File: src/rtl/gpio_irq_pkg.sv
`timescale 1ns/1ps
package gpio_irq_pkg;

    localparam int BANK_W = 32;

    typedef enum logic [2:0] {
        RG_RISE   = 3'd0,
        RG_FALL   = 3'd1,
        RG_LEVEL  = 3'd2,
        RG_LOWACT = 3'd3,
        RG_IMASK  = 3'd4,
        RG_ISTAT  = 3'd5,
        RG_WMASK  = 3'd6,
        RG_WSTAT  = 3'd7
    } region_e;

    typedef struct packed {
        logic [BANK_W-1:0] rise_en;
        logic [BANK_W-1:0] fall_en;
        logic [BANK_W-1:0] level_sel;
        logic [BANK_W-1:0] low_act;
        logic [BANK_W-1:0] irq_mask;
        logic [BANK_W-1:0] irq_stat;
        logic [BANK_W-1:0] wake_mask;
        logic [BANK_W-1:0] wake_stat;
    } bank_regs_t;

endpackage

File: src/rtl/gpio_pin_sync.sv
`timescale 1ns/1ps
module gpio_pin_sync #(
    parameter int W = 32
) (
    input  logic         clk,
    input  logic         rst_n,
    input  logic [W-1:0] pin_async,
    output logic [W-1:0] pin_now,
    output logic [W-1:0] pin_prev
);

    typedef struct packed {
        logic [W-1:0] meta;
        logic [W-1:0] now;
        logic [W-1:0] prev;
    } sync_t;

    sync_t s_d, s_q;

    always_comb begin
        s_d      = s_q;
        s_d.meta = pin_async;
        s_d.now  = s_q.meta;
        s_d.prev = s_q.now;
    end

    always_ff @(posedge clk or negedge rst_n) begin
        if (!rst_n) s_q <= '0;
        else        s_q <= s_d;
    end

    assign pin_now  = s_q.now;
    assign pin_prev = s_q.prev;

endmodule

File: src/rtl/gpio_irq_bank.sv
`timescale 1ns/1ps
module gpio_irq_bank
    import gpio_irq_pkg::*;
#(
    parameter logic [BANK_W-1:0] VALID = '1
) (
    input  logic              clk,
    input  logic              rst_n,
    input  logic [BANK_W-1:0] pin_now,
    input  logic [BANK_W-1:0] pin_prev,
    input  logic              wr_hit,
    input  region_e           wr_region,
    input  logic [BANK_W-1:0] wr_data,
    output bank_regs_t        regs_o,
    output logic              irq_o,
    output logic              wake_o
);

    bank_regs_t regs_d, regs_q;
    logic [BANK_W-1:0] rise_det, fall_det, lvl_hit, edge_hit, evt;
    logic [BANK_W-1:0] clr_irq, clr_wake;

    always_comb begin
        rise_det = pin_now & ~pin_prev;
        fall_det = ~pin_now & pin_prev;
        lvl_hit  = pin_now ^ regs_q.low_act;
        edge_hit = (rise_det & regs_q.rise_en) | (fall_det & regs_q.fall_en);
        evt      = ((regs_q.level_sel & lvl_hit) | (~regs_q.level_sel & edge_hit)) & VALID;

        clr_irq  = (wr_hit && wr_region == RG_ISTAT) ? wr_data : '0;
        clr_wake = (wr_hit && wr_region == RG_WSTAT) ? wr_data : '0;

        regs_d = regs_q;
        if (wr_hit) begin
            case (wr_region)
                RG_RISE:   regs_d.rise_en   = wr_data & VALID;
                RG_FALL:   regs_d.fall_en   = wr_data & VALID;
                RG_LEVEL:  regs_d.level_sel = wr_data & VALID;
                RG_LOWACT: regs_d.low_act   = wr_data & VALID;
                RG_IMASK:  regs_d.irq_mask  = wr_data & VALID;
                RG_WMASK:  regs_d.wake_mask = wr_data & VALID;
                default:   ;
            endcase
        end
        regs_d.irq_stat  = (regs_q.irq_stat & ~clr_irq) | evt;
        regs_d.wake_stat = (regs_q.wake_stat & ~clr_wake) | (evt & regs_q.wake_mask);
    end

    always_ff @(posedge clk or negedge rst_n) begin
        if (!rst_n) regs_q <= '0;
        else        regs_q <= regs_d;
    end

    assign regs_o = regs_q;
    assign irq_o  = |(regs_q.irq_stat & regs_q.irq_mask);
    assign wake_o = |regs_q.wake_stat;

    AST_W1C_CLEARS: assert property (@(posedge clk) disable iff (!rst_n)
        1'b1 |=> ((regs_q.irq_stat & $past(clr_irq & ~evt)) == '0));

    AST_EVENT_WINS: assert property (@(posedge clk) disable iff (!rst_n)
        1'b1 |=> ((regs_q.irq_stat & $past(evt)) == $past(evt)));

    AST_WAKE_CAPTURE: assert property (@(posedge clk) disable iff (!rst_n)
        1'b1 |=> ((regs_q.wake_stat & $past(evt & regs_q.wake_mask)) == $past(evt & regs_q.wake_mask)));

    AST_NO_SPURIOUS_SET: assert property (@(posedge clk) disable iff (!rst_n)
        1'b1 |=> ((regs_q.irq_stat & ~$past(regs_q.irq_stat) & ~$past(evt)) == '0));

endmodule

File: src/rtl/gpio_irq_wake_unit.sv
`timescale 1ns/1ps
module gpio_irq_wake_unit
    import gpio_irq_pkg::*;
#(
    parameter  int NUM_PINS   = 64,
    localparam int NUM_BANKS  = (NUM_PINS + BANK_W - 1) / BANK_W,
    localparam int BANK_IDX_W = (NUM_BANKS > 1) ? $clog2(NUM_BANKS) : 1,
    localparam int ADDR_W     = 3 + BANK_IDX_W
) (
    input  logic                clk,
    input  logic                rst_n,
    input  logic [NUM_PINS-1:0] pin_in,
    input  logic                wr_en,
    input  logic [ADDR_W-1:0]   wr_addr,
    input  logic [BANK_W-1:0]   wr_data,
    input  logic [ADDR_W-1:0]   rd_addr,
    output logic [BANK_W-1:0]   rd_data,
    output logic                irq_out,
    output logic                wake_out
);

    localparam int PAD_W = NUM_BANKS * BANK_W;

    logic [PAD_W-1:0]      pin_pad;
    logic [PAD_W-1:0]      pin_now, pin_prev;
    bank_regs_t            regs_a [NUM_BANKS];
    logic [NUM_BANKS-1:0]  irq_vec, wake_vec;
    region_e               wr_region, rd_region;
    logic [BANK_IDX_W-1:0] wr_bank, rd_bank;

    always_comb begin
        pin_pad                 = '0;
        pin_pad[NUM_PINS-1:0]   = pin_in;
    end

    assign wr_region = region_e'(wr_addr[ADDR_W-1 -: 3]);
    assign rd_region = region_e'(rd_addr[ADDR_W-1 -: 3]);
    assign wr_bank   = wr_addr[BANK_IDX_W-1:0];
    assign rd_bank   = rd_addr[BANK_IDX_W-1:0];

    gpio_pin_sync #(.W(PAD_W)) u_sync (
        .clk       (clk),
        .rst_n     (rst_n),
        .pin_async (pin_pad),
        .pin_now   (pin_now),
        .pin_prev  (pin_prev)
    );

    for (genvar b = 0; b < NUM_BANKS; b++) begin : g_bank
        localparam int LIVE = ((NUM_PINS - b * BANK_W) >= BANK_W) ? BANK_W : (NUM_PINS - b * BANK_W);
        localparam logic [BANK_W-1:0] VMASK = (LIVE == BANK_W) ? '1 : ((BANK_W'(1) << LIVE) - BANK_W'(1));

        gpio_irq_bank #(.VALID(VMASK)) u_bank (
            .clk       (clk),
            .rst_n     (rst_n),
            .pin_now   (pin_now[b*BANK_W +: BANK_W]),
            .pin_prev  (pin_prev[b*BANK_W +: BANK_W]),
            .wr_hit    (wr_en && (wr_bank == BANK_IDX_W'(b))),
            .wr_region (wr_region),
            .wr_data   (wr_data),
            .regs_o    (regs_a[b]),
            .irq_o     (irq_vec[b]),
            .wake_o    (wake_vec[b])
        );
    end

    always_comb begin
        rd_data = '0;
        for (int b = 0; b < NUM_BANKS; b++) begin
            if (rd_bank == BANK_IDX_W'(b)) begin
                case (rd_region)
                    RG_RISE:   rd_data = regs_a[b].rise_en;
                    RG_FALL:   rd_data = regs_a[b].fall_en;
                    RG_LEVEL:  rd_data = regs_a[b].level_sel;
                    RG_LOWACT: rd_data = regs_a[b].low_act;
                    RG_IMASK:  rd_data = regs_a[b].irq_mask;
                    RG_ISTAT:  rd_data = regs_a[b].irq_stat;
                    RG_WMASK:  rd_data = regs_a[b].wake_mask;
                    default:   rd_data = regs_a[b].wake_stat;
                endcase
            end
        end
    end

    assign irq_out  = |irq_vec;
    assign wake_out = |wake_vec;

endmodule

File: config.mk
export PLATFORM = sky130hd
export DESIGN_NAME = gpio_irq_wake_unit
export DESIGN_NICKNAME = d
export VERILOG_FILES = /design/src/rtl/gpio_irq_pkg.sv /design/src/rtl/gpio_pin_sync.sv /design/src/rtl/gpio_irq_bank.sv /design/src/rtl/gpio_irq_wake_unit.sv
export SDC_FILE = /design/constraint.sdc
export NUM_CORES = 1
export LEC_CHECK = 0
export CORE_MARGIN = 2
export CORE_UTILIZATION = 40
export CTS_CLUSTER_DIAMETER = 30
export DETAILED_ROUTE_END_ITERATION = 6
export DONT_BUFFER_PORTS = 1
export PLACE_DENSITY_LB_ADDON = 0.2
export SLEW_MARGIN = 25
export SYNTH_ARGS = -nofsm -noshare
export SYNTH_HDL_FRONTEND = slang
export SYNTH_HIERARCHICAL = 1
export SYNTH_SLANG_ARGS = --single-unit
export TNS_END_PERCENT = 100
File: constraint.sdc
create_clock -name clk -period 1.8 [get_ports clk]
set_input_delay 0.18 -clock clk [delete_from_list [all_inputs] [get_ports clk]]
set_output_delay 0.18 -clock clk [all_outputs]
set_load 0.1 [all_outputs]
==> out/qor.log <==
[timing] final worst slack -1.09 ns
[timing] RSZ-0062 raised after global routing true
[floorplanning] total core area 0.0777 mm^2
[critical_path] endpoint type of the worst setup path output pin
[pwr] Pwr Total 64.2 mW
[pwr] Leak Pwr 18.3 nW
[critical_path] critical path arrival 2.71 ns
[clock_network] number of H-tree levels 4
[job] max-capacitance violation count 0
[timing] Max Slew Vio Count 0
[global_route] pin count of the biggest net entering global routing 705
[synth] number of instances in the synthesized netlist 2398
[clock_network] clock tree from TritonCTS yes
[pwr] Worst IR Drop VDD 0.00103 V
[global_route] wire length of the first global-routing pass 154000 um
[global_route] GRT Overall Usage 25.3%
[routing] via count 23.4k
[finish] Final Non-Filler Cells 4107
[synth] count of synthesis-stage warnings from yosys 6
[finish] Nets 3033
[finish] area growth from synthesis to layout 40.1%
[clock_network] clock edge transition at the registers on the reported setup and hold paths 0.05 ns
[timing] final cycle utilization of the critical path 160%
[place] post-place setup slack -0.722 ns
[global_route] initial antenna violation count 5
[place] PortBufs 0
[routing] count of routing violations after the opening detailed-route iteration 2164
[floorplanning] row count 102
[floorplanning] initial core utilization 40.6%
[critical_path] category of the worst setup path launch point flop
[timing] worst max-slew margin expressed relative to the limit 35.9%
[routing] total detailed-routing wirelength 103000 um
[synth] share of synthesized area occupied by flip-flops and latches 55.9%
[critical_path] required time of the critical path 1.62 ns
[synth] post-synth cell types 52
[critical_path] path type of the worst setup path reg2out
[finish] number of fill cells 6175
[timing] time the final worst path needs with I/O delays and setup 2.89 ns
[routing] average wire per cell in the routed design 25.0 um
[floorplanning] Ports 141
[min_path] Tightest Hold Check Type in2reg
[synth] total of flip-flops plus latches after synthesis 704
[timing] slew at the pin closest to its max-slew limit 0.959 ns
[synth] Synth async-reset ratio 100%
[finish] proportion of layout cells with a drive suffix above 1 43.2%
[timing] highest clock rate 346 MHz
[run_status] run status finished with violations
[timing] maximum clock skew at final layout 0.0327 ns
[synth] Primary FF master, synth dfrtp_1
[critical_path] crit path max fanout 2
[clock_network] clock network latency to the later pin of the worst-skew pair 0.73 ns
[timing] tightest hold margin 0.0374 ns
[place] placed cells 3578
[floorplanning] overall die area 0.0811 mm^2
[synth] average cell area after synthesis 13.2 um^2
[clock_network] Num Clock Sinks 704
[floorplanning] vertical extent of the die 285 um
[global_route] vias in the first global route 25.0k
[routing] number of design rule violations left after detail routing 2
[finish] final std cell area, no fill 0.0442 mm^2
[clock_network] number of buffers inserted during clock tree synthesis 164
[routing] mean number of vias per cell 5.71
[run_status] violated checks DRC, setup timing
[global_route] total congestion overflow 0
[place] RD Place Congestion 0.853
[pwr] Pwr per Cell Area 1450 mW/mm^2
[routing] first drt pass iteration count 7
[place] placement-stage cell area 0.0356 mm^2
[clock_network] Clock Root Buffer clkbuf_16
[synth] nets in the synthesized netlist 2505
[synth] cell area after synthesis 0.0315 mm^2
[place] DPL Wire Length 62700 um
[floorplanning] horizontal die dimension 285 um
[timing] number of hold violations in the final report 0
[synth] number of enable flip-flop cells after synthesis 0
[timing] total of endpoints with negative setup slack in the final report 315
[routing] post-route antenna net violation count 0
[clock_network] Longest Clk Path Bufs 3
==> placed cells by master (no fill, tap or decap), types with 14 or more instances in the layout <==
cell,Yosys,final
clkbuf_1,22,16
clkinv_2,0,26
a21o_1,64,64
nor2_1,42,42
nand3b_1,73,73
a222oi_1,54,54
buf_4,82,321
nand2b_1,65,64
o22ai_1,54,48
o21ai_0,43,37
a22o_1,64,64
a21oi_1,64,64
or3b_2,64,64
o32ai_4,0,32
bufinv_16,0,30
nand2_1,132,131
clkbuf_8,0,32
mux2_2,466,449
mux2_4,20,37
dfrtp_1,704,701
clkbuf_16,0,167
mux2_1,14,14
a32oi_1,64,63
a22oi_1,32,20
o21a_1,54,51
dlygate4sd3_1,0,162
buf_12,0,68
==> routing by layer <==
layer  track usage (%)  up-vias  wire length (um)
met4              11.3        0              3750
met2              39.8      787             48500
met5                 0        -                 0
met1              33.0    12300             44000
met3              6.23      225              6470
li1                  -    10200                 -
==> area by class of cell <==
| cell class | instances | area [um^2] | area share [%] |
|---|---|---|---|
| Clock inverter | 87 | 1390 | 3.15 |
| Antenna cell | 5 | 12.5 | 0.0283 |
| Multi-Input combinational cell | 1491 | 13600 | 30.7 |
| Tap cell | 1040 | 1300 | 2.94 |
| Sequential cell | 704 | 17600 | 39.9 |
| Inverter | 3 | 11.3 | 0.0255 |
| Clock buffer | 215 | 4680 | 10.6 |
| Timing Repair Buffer | 562 | 5590 | 12.7 |
==> synthesized netlist by cell type (8+ instances only) <==
cell type	count	share of area (%)
a22o_1	64	1.8
mux2_2	466	17
nor4_1	16	0.32
o21a_1	54	1.3
a221oi_1	8	0.22
buf_2	63	1.0
a32oi_1	64	1.8
mux2_1	14	0.50
or3b_2	64	1.8
nand2b_1	65	1.3
a21oi_1	64	1.0
o2bb2ai_1	8	0.22
mux2i_1	9	0.29
a22oi_1	32	0.76
o21ai_0	43	0.68
buf_4	82	2.0
mux2_4	20	0.95
o22ai_1	54	1.1
nand2_1	132	1.6
nand4_1	12	0.24
nor2_1	42	0.50
a21o_1	64	1.5
a222oi_1	54	1.7
nand3b_1	73	1.7
clkbuf_1	22	0.26
dfrtp_1	704	56
o32ai_1	32	0.89
buf_6	26	0.93
==> state kept, by name, summed over array words and instances (netlist names) <==
name,cells
g_bank.u_bank/regs_o,512
u_sync/pin_now,64
u_sync/pin_prev,64
u_sync/s_d,64
==> path summary, 6_finish.rpt <==
kind	start	to	slack (ns)	cells after the start
max in group asynchronous	rst_n	g_bank[1].u_bank/regs_o[82]$_DFF_PN0_	-0.25	4
min in group asynchronous	rst_n	g_bank[0].u_bank/regs_o[226]$_DFFE_PN0P_	0.16	2
max	g_bank[0].u_bank/regs_o[30]$_DFF_PN0_	wake_out	-1.09	6
min reg2reg	u_sync/s_d[117]$_DFF_PN0_	u_sync/pin_now[53]$_DFF_PN0_	0.34	0
max reg2reg	g_bank[1].u_bank/regs_o[183]$_DFFE_PN0P_	g_bank[1].u_bank/regs_o[23]$_DFF_PN0_	0.01	5
min	pin_in[1]	u_sync/s_d[65]$_DFF_PN0_	0.04	1
==> report_power, final <==
part / internal [mW] / total, mW / switching, mW
sequential: 18.4 / 20.6 / 2.12
clock: 22.6 / 32.2 / 9.65
combinational: 6.22 / 11.5 / 5.26
==> per-stage QoR <==
step | TNS, ns | util (%)
final | -70.49 | 56.9
after detailed placement | -4.45 | 45.8
after global placement | -3.90 | 45.8
after CTS | -26.23 | 56.4
after global routing | -152.54 | 56.8
after floorplan | -4.33 | -
==> worst max-delay path, stage by stage, from the launching register on <==
cell and delay [ns]:
dfrtp_1 0.40, nor4_4 0.41, buf_4 0.18, nand4_1 0.22, or2_4 0.31, or2_4 0.28, buf_12 0.18
==> kinds of logic after synthesis <==
kind of cell / Yosys count / synth area share (%)
flip-flops: 704 / 55.9
multiplexers: 509 / 18.4
buffers and inverters: 203 / 4.35
AND/OR/NAND/NOR: 436 / 8.35
AO/OA/AOI/OAI: 546 / 13.1
==> timing repair <==
item | in CTS | in global routing
buffers inserted | 36 | 17
pin swaps | 51 | 31
gates resized for setup | 41 | 23
hold buffers | 163 | 2
gates cloned | 0 | 0
endpoints found under the setup margin | 34 | 39
hold endpoints to repair | 1280 | 140
Power figures use the tool's default switching activity.
